[src/rtl/mpcPkg.sv]
`timescale 1ns/1ps
package mpcPkg;
  localparam int ADDR_W    = 4;
  localparam int SEL_W     = 2;
  localparam int CODE_W    = 3;
  localparam int COND_W    = 3;
  localparam int OPS_W     = 5;
  localparam int NUM_ENTRY = 5;

  typedef logic [ADDR_W-1:0] addr_t;
  typedef logic [SEL_W-1:0]  sel_t;
  typedef logic [CODE_W-1:0] code_t;

  // one control-store word
  typedef struct packed {
    logic [OPS_W-1:0] ops;
    logic             chainEnd;
    logic             finish;
  } uword_t;

  // strobes from control to datapath
  typedef struct packed {
    logic advance;
    logic jump;
    logic freeze;
  } strobe_t;

  localparam code_t ENT_START  = 3'd0;
  localparam code_t ENT_BODY   = 3'd1;
  localparam code_t ENT_REJOIN = 3'd2;
  localparam code_t ENT_SIDE   = 3'd3;
  localparam code_t ENT_TAIL   = 3'd4;

  localparam addr_t START_ADDR = 4'd0;

  function automatic addr_t entryAddr(input int idx);
    case (idx)
      0:       return 4'd0;
      1:       return 4'd2;
      2:       return 4'd5;
      3:       return 4'd7;
      4:       return 4'd11;
      default: return 4'd0;
    endcase
  endfunction

  function automatic uword_t mkWord(input logic [OPS_W-1:0] ops, input logic e, input logic f);
    uword_t w;
    w.ops      = ops;
    w.chainEnd = e;
    w.finish   = f;
    return w;
  endfunction
endpackage

[src/rtl/mpcCtrlMem.sv]
`timescale 1ns/1ps
module mpcCtrlMem
  import mpcPkg::*;
(
  input  addr_t  addr,
  output uword_t word
);
  // placed microprogram; holes at 9, 10 and 13..15 read as empty words
  always_comb begin
    case (addr)
      4'd0:    word = mkWord(5'h03, 1'b0, 1'b0);
      4'd1:    word = mkWord(5'h0C, 1'b1, 1'b0);
      4'd2:    word = mkWord(5'h06, 1'b0, 1'b0);
      4'd3:    word = mkWord(5'h09, 1'b0, 1'b0);
      4'd4:    word = mkWord(5'h10, 1'b0, 1'b0);
      4'd5:    word = mkWord(5'h05, 1'b0, 1'b0);
      4'd6:    word = mkWord(5'h16, 1'b1, 1'b1);
      4'd7:    word = mkWord(5'h03, 1'b0, 1'b0);
      4'd8:    word = mkWord(5'h15, 1'b1, 1'b0);
      4'd11:   word = mkWord(5'h0C, 1'b0, 1'b0);
      4'd12:   word = mkWord(5'h05, 1'b1, 1'b0);
      default: word = mkWord(5'h00, 1'b0, 1'b0);
    endcase
  end
endmodule

[src/rtl/mpcFuncDecoder.sv]
`timescale 1ns/1ps
module mpcFuncDecoder
  import mpcPkg::*;
#(
  parameter int NUM_CODES = NUM_ENTRY
)(
  input  code_t code,
  output addr_t target
);
  logic [NUM_CODES-1:0][ADDR_W-1:0] masked;

  for (genvar i = 0; i < NUM_CODES; i++) begin : g_ent
    assign masked[i] = (code == CODE_W'(i)) ? entryAddr(i) : '0;
  end

  always_comb begin
    target = '0;
    for (int i = 0; i < NUM_CODES; i++) target = target | masked[i];
  end
endmodule

[src/rtl/mpcControl.sv]
`timescale 1ns/1ps
module mpcControl
  import mpcPkg::*;
(
  input  logic              chainEnd,
  input  sel_t              majorBits,
  input  logic [COND_W-1:0] cond,
  output strobe_t           strb,
  output code_t             entryCode
);
  // only the major address bits identify which chain end is active
  always_comb begin
    strb      = '0;
    entryCode = ENT_START;
    if (!chainEnd) begin
      strb.advance = 1'b1;
    end else begin
      case (majorBits)
        2'b00: begin
          strb.jump = 1'b1;
          if (cond[0])      entryCode = ENT_BODY;
          else if (cond[1]) entryCode = ENT_SIDE;
          else              entryCode = ENT_TAIL;
        end
        2'b01: strb.freeze = 1'b1;
        default: begin
          strb.jump = 1'b1;
          entryCode = cond[2] ? ENT_REJOIN : ENT_START;
        end
      endcase
    end
  end
endmodule

[src/rtl/mpcDatapath.sv]
`timescale 1ns/1ps
module mpcDatapath
  import mpcPkg::*;
(
  input  logic    clk,
  input  logic    rstN,
  input  strobe_t strb,
  input  code_t   entryCode,
  output addr_t   addr,
  output uword_t  word
);
  addr_t loadAddr;

  mpcFuncDecoder u_dec (.code(entryCode), .target(loadAddr));
  mpcCtrlMem     u_mem (.addr(addr), .word(word));

  always_ff @(posedge clk or negedge rstN) begin
    if (!rstN)             addr <= START_ADDR;
    else if (strb.jump)    addr <= loadAddr;
    else if (strb.advance) addr <= addr + 1'b1;
  end

  // inside a chain the counter steps by one
  a_r3_step: assert property (@(posedge clk) disable iff (!rstN)
    !word.chainEnd |=> addr == $past(addr) + 4'd1);

  // terminal word holds the sequencer still
  a_r7_hold: assert property (@(posedge clk) disable iff (!rstN)
    word.finish |=> word.finish && $stable(addr) && $stable(word.ops));

  // a non-terminal chain end lands on an entry point
  a_r6_entry_land: assert property (@(posedge clk) disable iff (!rstN)
    (word.chainEnd && !word.finish) |=>
      (addr == 4'd0 || addr == 4'd2 || addr == 4'd5 || addr == 4'd7 || addr == 4'd11));

  // holes in the address space are never visited
  a_r9_no_hole: assert property (@(posedge clk) disable iff (!rstN)
    !(addr == 4'd9 || addr == 4'd10 || addr > 4'd12));
endmodule

[src/rtl/mpcOutIdController.sv]
`timescale 1ns/1ps
module mpcOutIdController
  import mpcPkg::*;
(
  input  logic              clk,
  input  logic              rstN,
  input  logic [COND_W-1:0] cond,
  output logic [OPS_W-1:0]  microOps,
  output logic              done
);
  strobe_t strb;
  code_t   entryCode;
  addr_t   addr;
  uword_t  word;

  mpcControl u_ctl (
    .chainEnd (word.chainEnd),
    .majorBits(addr[ADDR_W-1 -: SEL_W]),
    .cond     (cond),
    .strb     (strb),
    .entryCode(entryCode)
  );

  mpcDatapath u_dp (
    .clk      (clk),
    .rstN     (rstN),
    .strb     (strb),
    .entryCode(entryCode),
    .addr     (addr),
    .word     (word)
  );

  assign microOps = word.ops;
  assign done     = word.finish;

  // upper chain ends rejoin at address 5 when cond[2] is set
  a_r5_rejoin: assert property (@(posedge clk) disable iff (!rstN)
    (word.chainEnd && addr[3] && cond[2]) |=> addr == 4'd5);

  // first chain end with cond[0] enters the long chain at 2
  a_r4_body: assert property (@(posedge clk) disable iff (!rstN)
    (word.chainEnd && addr[3:2] == 2'b00 && cond[0]) |=> addr == 4'd2);
endmodule

[config.mk]
export PLATFORM = sky130hd
export DESIGN_NAME = mpcOutIdController
export DESIGN_NICKNAME = d
export VERILOG_FILES = /design/src/rtl/mpcPkg.sv /design/src/rtl/mpcCtrlMem.sv /design/src/rtl/mpcFuncDecoder.sv /design/src/rtl/mpcControl.sv /design/src/rtl/mpcDatapath.sv /design/src/rtl/mpcOutIdController.sv
export SDC_FILE = /design/constraint.sdc
export NUM_CORES = 1
export LEC_CHECK = 0
export ABC_AREA = 1
export ABC_CLOCK_PERIOD_IN_PS = 2200
export CAP_MARGIN = 25
export CORE_AREA = 2 2 39 41
export DETAILED_ROUTE_END_ITERATION = 8
export DIE_AREA = 0 0 41 43
export PLACE_DENSITY = 0.63
export SYNTH_ARGS = -nofsm -noshare
export SYNTH_HDL_FRONTEND = slang
export SYNTH_HIERARCHICAL = 1
export SYNTH_SLANG_ARGS = --single-unit
[constraint.sdc]
create_clock -name clk -period 2.2 [get_ports clk]
set_input_delay 0.22 -clock clk [delete_from_list [all_inputs] [get_ports clk]]
set_output_delay 0.22 -clock clk [all_outputs]
set_load 0.02 [all_outputs]
==> results.tsv, run 1 <==
metric	value	unit
swShare	50.8	%
path_clk_slew	0.04	ns
p_leak	0.391	nW
cts_hold_buf	0	
rr_endpoint	u_dp/addr[2]	
status	finished clean	
largest_reg_flops	4	
final_common_cell	nand2_1	
post-route-min-period	2.08	ns
intPower	0.000489	W
layout_common_cells	nand2_1 (26), inv_1 (14), clkdlybuf4s50_1 (9), nand3_1 (9), nor2_1 (8)	
layout.nets	116	
die_y	43	µm
gp_congestion	0.754	
path_cells	inv_1 -> ha_1 -> nor2_1 -> nand2_1 -> nand3_2 -> clkdlybuf4s50_1	
yosysWarnings	6	
htreeDepth	1	
post-route-period-util	94.7	%
via_per_inst	4.59	
post-dp-hpwl	859	µm
cts_buffers	3	
reg2reg_depth	11	
peakVddDrop	526	µV
grt_use_total	14.6	%
p_seq_share	15.4	%
switchingPower	0.000506	W
final-hold-violation-count	0	
clkLatencyLatePin	0.22	ns
crit_arrival	1.86	ns
drt_iter0_drc	8	
fill_cells	144	
start_kind	flip-flop	
ant_nets	0	
clkPwrFrac	8.7	%
firstDrtPassIters	4	
slowest_delay	0.59	ns
start_util	39.1	%
worst_setup_path_end_kind	output port	
grt_remaining_overflow	0	
fmax	480	MHz
top_regs	u_dp/addr: 4 flops	
vias	546	
n_antenna_cell	0	
fin_tns_setup	0	ns
io_buffers	10	
slowest_stage	clkdlybuf4s50_1	
wl_per_cell	8.50	µm
area_growth	29.2	%
wl	1010	µm
fin_worst_skew	0.00179	ns
synth_nets	99	
max-slew-margin-rel	74.2	%
final_max_slew_viol_count	0	
largest_register	u_dp/addr	
setup_viol	0	
boundaryPins	11	
grt_pass1_wl	1880	µm
cap_viol_max_count	0	
core_region_area	1380	µm²
die_x	41	µm
antenna_found_initial	0	
combPwrFrac	75.9	%
cts_sinks	4	
hp-class	in -> async	
synthCells	88	
grt_max_degree	10	
reg2reg_slack	0.35	ns
power.density	1430	nW/µm²
avgSynthCellArea	6.14	µm²
placementRows	14	
cp.required	1.98	ns
cts_tree	done	
worst_pin_slew	0.388	ns
rr_startpoint	u_dp/addr[1]	
layout-drive-gt1-share	15.5	%
syn-cell-area	541	µm²
clockBufferDepth	2	
die-area	1760	µm²
final_area	698	µm²
worstSetupPathType	reg -> out	
drc	0	
grt_pass1_vias	476	
place_area	672	µm²
cts_root_buf	clkbuf_4	
cp_max_fo	9	
rsz0062_at_grt	false	
[worst max-delay path: cells and delay by family, from the launching register on]
| family | cells | cell delay [ns] |
|---|---|---|
| adders and majority gates | 1 | 0.30 |
| buffers and inverters | 2 | 0.67 |
| DFF | 1 | 0.44 |
| and+or+nand+nor | 3 | 0.22 |
[layout make-up]
type                    instances  area [µm²]  share of cell area, %
well taps                      16        20.0                   2.87
multi-input cells              65         359                   51.4
flip-flops and latches          4         101                   14.5
repair buffers                 13         125                   17.9
clock buffers                   3        22.5                   3.23
inverters                      18        70.1                   10.0
[repair_timing]
action / CTS / global route
buffers inserted: 0 / 0
setup endpoints to repair: 0 / 3
resized for setup: 0 / 2
[power groups by stage]
| stage | clock [W] | combinational (W) | sequential, W |
|---|---|---|---|
| floorplan | 0 | 0.000523 | 0.000158 |
| global placement | 0 | 0.000767 | 0.000152 |
| detailed placement | 0 | 0.000768 | 0.000154 |
| CTS | 0.0000888 | 0.000770 | 0.000153 |
| global route | 0.0000945 | 0.000860 | 0.000162 |
| finish | 0.0000863 | 0.000755 | 0.000153 |
[routing by layer]
| layer | share of wire [%] | routed length, µm | global-route usage, % |
|---|---|---|---|
| met1 | 48 | 490 | 21.3 |
| met2 | 49 | 500 | 23.1 |
| met3 | 2.2 | 22 | 0 |
| met4 | 0 | 0 | 4.00 |
| met5 | 0 | 0 | 0 |
[worst max-delay path by stage]
stage | to | from | cells past startpoint
5_1_grt | microOps[2] | u_dp/addr[1] | 6
4_1_cts | microOps[2] | u_dp/addr[1] | 6
3_5_place_dp | microOps[2] | u_dp/addr[1] | 6
2_1_floorplan | u_dp/addr[3] | u_dp/addr[0] | 15
3_3_place_gp | microOps[0] | u_dp/addr[1] | 6
6_report | microOps[2] | u_dp/addr[1] | 6
[per-stage QoR]
step | hold WS, ns | setup slack (ns) | utilization (%) | total power, W | std cells
floorplan | -0.0756 | 0.461 | - | 0.000682 | 88
global placement | 0.437 | 0.300 | 48.6 | 0.000919 | 116
detailed placement | 0.446 | 0.261 | 48.6 | 0.000922 | 116
CTS | 0.208 | 0.0157 | 50.2 | 0.00101 | 119
global route | 0.215 | 0.00456 | 50.5 | 0.00112 | 119
finish | 0.201 | 0.117 | 50.5 | 0.000995 | 119
Power figures use the tool's default switching activity.
==> run 2, diff against run 1 <==
Settings changed: CELL_PAD_IN_SITES_DETAIL_PLACEMENT from default to 0, CELL_PAD_IN_SITES_GLOBAL_PLACEMENT from default to 2, CORE_AREA 2 2 39 41 to 2 2 50 52, DIE_AREA 0 0 41 43 to 0 0 52 54, PLACE_DENSITY 0.63 to 0.7.
==> run 2 against run 1 <==
Net effect: die area is 59% higher; design area is 4.8% higher; setup slack better by 0.085 ns; first-iteration DRC count is 38% higher; clock power is 5.1% higher; combinational power is 7.2% higher; global-route usage is 3.9 points lower; sequential power is 7% lower; hold slack worse by 0.017 ns; routed wire length is 23% higher; via count is 3.5% higher; maximum frequency is 4.2% higher; largest cell class unchanged.
==> results.tsv, run 2 (synthesized netlist as in run 1, its figures left out) <==
metric	value	unit	change
status	finished clean		
cts_tree	done		
firstDrtPassIters	4		unchanged
pre_cts_slack	0.329	ns	+0.0684 ns
post-route-period-util	90.8	%	-3.8 points
power	0.00104	W	+4.8%
via_per_inst	4.19		-8.8%
io_buffers	10		unchanged
wl	1240	µm	+23%
final_max_slew_viol_count	0		unchanged
grt_pass1_vias	548		+15%
crit_arrival	1.78	ns	-0.08 ns
layout.nets	118		+1.7%
boundaryPins	11		unchanged
rsz0062_at_grt	false		
max-slew-margin-rel	76.1	%	+1.9 points
post-dp-hpwl	1010	µm	+18%
hp-class	in -> async		
core_region_area	2320	µm²	+68%
htreeDepth	1		unchanged
grt_remaining_overflow	0		unchanged
cts-resized-gates	0		unchanged
setup_viol	0		unchanged
final_common_cell	nand2_1		
cap_viol_max_count	0		unchanged
fin_tns_setup	0	ns	unchanged
grt_pass1_wl	2290	µm	+22%
die-area	2810	µm²	+59%
final-hold-violation-count	0		unchanged
post-route-min-period	2.00	ns	-0.0845 ns
cts_root_buf	clkbuf_4		
power.density	1420	nW/µm²	about the same
die_y	54	µm	+26%
cts_sinks	4		unchanged
clkLatencyLatePin	0.24	ns	+0.02 ns
grt_use_total	10.7	%	-3.9 points
fin_worst_skew	0.00477	ns	+0.00298 ns
wl_per_cell	9.21	µm	+8.3%
cp.required	1.98	ns	about the same
worst_pin_slew	0.358	ns	-0.0292 ns
worst_setup_path_end_kind	output port		
vias	565		+3.5%
drt_iter0_drc	11		+3
largest_reg_flops	4		unchanged
path_clk_slew	0.04	ns	about the same
ant_nets	0		unchanged
gp_congestion	0.718		-4.9%
largest_register	u_dp/addr		
cts_hold_buf	0		unchanged
layout_common_cells	nand2_1 (26), inv_1 (14), nand3_1 (9)		
top_regs	u_dp/addr: 4 flops		
grt_max_degree	10		unchanged
p_leak	0.412	nW	+5.5%
antenna_found_initial	0		unchanged
peakVddDrop	569	µV	+8.2%
drc	0		unchanged
n_antenna_cell	0		unchanged
dp_cells	132		+14%
cts_buffers	3		unchanged
utilization	31.6	%	-19 points
layout-drive-gt1-share	16.2	%	+0.66 points
die_x	52	µm	+27%
cts_setup_buffers	0		unchanged
start_util	23.3	%	-16 points
fin_ws	0.202	ns	+0.0845 ns
cp_max_fo	5		-4
worstSetupPathType	reg -> out		
start_kind	flip-flop		
fmax	500	MHz	+4.2%
clockBufferDepth	2		unchanged
stdcell_count	135		+13%
area_growth	35.4	%	
placementRows	18		+4
-- run 2: cell type report --
| cell class | count | area [µm²] |
|---|---|---|
| fillers | 272 | 1590 |
| multi-input cells | 65 | 359 |
| repair buffers | 15 | 143 |
| flip-flops and latches | 4 | 100 |
| inverters | 18 | 70.1 |
| well taps | 30 | 37.5 |
| clock buffers | 3 | 22.5 |
-- run 2: path summary, 6_finish.rpt --
kind	slack, ns	to	cells after the start	start
worst max register to register	0.40	u_dp/addr[3]	15	u_dp/addr[1]
worst min-delay path	0.18	u_dp/addr[0]	1	rstN
worst max-delay path	0.20	microOps[4]	7	u_dp/addr[1]
min in group clk	0.61	u_dp/addr[1]	2	u_dp/addr[1]
max in group asynchronous	1.85	u_dp/addr[1]	1	rstN
worst min register to register	0.61	u_dp/addr[1]	2	u_dp/addr[1]
-- run 2: power by group --
group	switching, W	leakage, nW	internal [W]	total, W
registers	0.0000391	0.0516	0.000104	0.000143
clock network	0.0000297	0.0138	0.0000610	0.0000907
logic	0.000464	0.347	0.000345	0.000809
-- run 2: critical path, stage by stage (launching register included) --
cell	delay, ns
dfrtp_1	0.42
inv_1	0.10
ha_1	0.18
nand2_2	0.07
clkinv_1	0.07
nand2_1	0.06
nand3_2	0.05
clkdlybuf4s50_1	0.59
-- run 2: stage by stage --
| stage | cell area [µm²] | hold WS, ns |
|---|---|---|
| global placement | 704 | 0.427 |
| detailed placement | 704 | 0.432 |
| CTS | 727 | 0.175 |
| global route | 732 | 0.184 |
| finish | 732 | 0.183 |
| floorplan | 541 | -0.0756 |
-- run 2: layer usage --
layer	vias to the layer above	GRT usage, %	routed length (µm)
met5	-	0	0
met4	0	2.63	0
met3	0	2.50	43
met2	11	20.3	646
met1	245	12.1	553
li1	309	-	-
==> run 3, diff against run 2 <==
Settings changed: CAP_MARGIN 25 to 0, PLACE_DENSITY 0.7 to 0.71.
==> run 3 against run 2 <==
Net effect: first-iteration DRC count rose by 55%; clock power fell by 3.4%; sequential share of layout area did not move; critical endpoint unchanged; routed wire length rose by 0.80%; non-clock buffer count did not move; clock-buffer cell count did not move; critical path type unchanged; total power fell by 0.26%; design area did not move; largest cell class unchanged; die area did not move.
==> results.tsv, run 3 (synthesized netlist as in run 1, its figures left out) <==
metric	value	unit	change
grt_max_degree	10		unchanged
die-area	2810	µm²	unchanged
peakVddDrop	465	µV	-18%
fmax	486	MHz	-2.9%
post-route-min-period	2.06	ns	+0.0591 ns
placementRows	18		unchanged
fin_tns_setup	0	ns	unchanged
crit_arrival	1.84	ns	+0.06 ns
max-slew-margin-rel	76.8	%	+0.70 points
clkLatencyLatePin	0.23	ns	about the same
htreeDepth	1		unchanged
die_y	54	µm	unchanged
hp-class	in -> async		
cts_tree	done		
cts_sinks	4		unchanged
p_seq_share	14.2	%	+0.5 points
layout_common_cells	nand2_1 (26), inv_1 (14), nand3_1 (9)		
start_kind	flip-flop		
combPwrFrac	77.4	%	-0.2 points
post-dp-hpwl	1050	µm	+4.2%
cp.required	1.98	ns	about the same
utilization	31.6	%	unchanged
p_leak	0.412	nW	unchanged
setup_viol	0		unchanged
reg2reg_depth	15		unchanged
intPower	0.000510	W	about the same
largest_register	u_dp/addr		
wl_per_cell	9.28	µm	+0.80%
drt_iter0_drc	17		+6
core_region_area	2320	µm²	unchanged
final_max_slew_viol_count	0		unchanged
hold_slack	0.195	ns	+0.0120 ns
area_growth	35.4	%	unchanged
path_clk_slew	0.04	ns	about the same
grt_remaining_overflow	0		unchanged
die_x	52	µm	unchanged
rsz0062_at_grt	false		
largest_reg_flops	4		unchanged
cts_root_buf	clkbuf_4		
final_common_cell	nand2_1		
worstSetupPathType	reg -> out		
ant_nets	0		unchanged
switchingPower	0.000530	W	-0.56%
swShare	50.9	%	-0.15 points
power.density	1420	nW/µm²	-0.26%
cap_viol_max_count	0		unchanged
start_util	23.3	%	unchanged
io_buffers	10		unchanged
grt_use_total	10.7	%	about the same
antenna_found_initial	0		unchanged
grt_pass1_wl	2210	µm	-3.6%
grt_pass1_vias	593		+8.2%
worst_pin_slew	0.348	ns	-0.0104 ns
top_regs	u_dp/addr: 4 flops		
vias	579		+2.5%
clkPwrFrac	8.4	%	-0.3 points
fin_worst_skew	0.000198	ns	-0.00457 ns
cts_buffers	3		unchanged
post-route-period-util	93.5	%	+2.7 points
n_antenna_cell	0		unchanged
wl	1250	µm	+0.80%
boundaryPins	11		unchanged
firstDrtPassIters	4		unchanged
clockBufferDepth	2		unchanged
gp_congestion	0.726		+1.2%
worst_setup_path_end_kind	output port		
layout.nets	118		unchanged
layout-drive-gt1-share	16.2	%	unchanged
drc	0		unchanged
via_per_inst	4.29		+2.5%
cts_setup_buffers	0		unchanged
cp_max_fo	6		+1
final-hold-violation-count	0		unchanged
status	finished clean		
[run 3: layer usage]
layer  up-vias  GRT usage, %  part of all wire (%)
met5         -             0                     0
met1       265          9.45                    41
met3         0          1.67                   1.5
met2         6          22.4                    58
li1        308             -                     -
met4         0          6.58                     0
[run 3: layout make-up]
cell class	instances	area, µm²
Fill cell	262	1590
Multi-Input combinational cell	65	359
Timing Repair Buffer	15	143
Sequential cell	4	100
Inverter	18	70.1
Tap cell	30	37.5
Clock buffer	3	22.5
[run 3: power by group through the flow]
stage | combinational (W) | sequential (W) | clock, W
detailed placement | 0.000823 | 0.000148 | 0
floorplan | 0.000523 | 0.000158 | 0
finish | 0.000805 | 0.000147 | 0.0000876
CTS | 0.000826 | 0.000149 | 0.0000939
global route | 0.000911 | 0.000154 | 0.0000988
global placement | 0.000828 | 0.000148 | 0
[run 3: per-stage QoR]
stage,setup slack (ns),instances,power [W],cell area [µm²]
4_1_cts,0.0335,135,0.00107,727
5_1_grt,0.0400,135,0.00116,732
3_5_place_dp,0.292,132,0.000972,704
6_report,0.143,135,0.00104,732
3_3_place_gp,0.291,132,0.000976,704
2_1_floorplan,0.461,88,0.000682,541
[run 3: worst paths after layout]
kind,from,end,slack (ns)
max,u_dp/addr[0],microOps[4],0.14
min,rstN,u_dp/addr[3],0.20
max reg2reg,u_dp/addr[0],u_dp/addr[3],0.31
min reg2reg,u_dp/addr[0],u_dp/addr[0],0.59
max in group asynchronous,rstN,u_dp/addr[0],1.84
min in group clk,u_dp/addr[0],u_dp/addr[0],0.59
[run 3: critical path, cell delays in order (launching register included)]
cell	delay, ns
dfrtp_1	0.42
inv_1	0.11
ha_1	0.23
nand2_2	0.09
clkinv_1	0.09
nand2_1	0.08
nand3_2	0.05
clkdlybuf4s50_1	0.53
[run 3: what timing repair did]
item	in CTS	in global routing
endpoints found under the setup margin	0	2
hold buffers	0	0
gates resized for setup	0	2
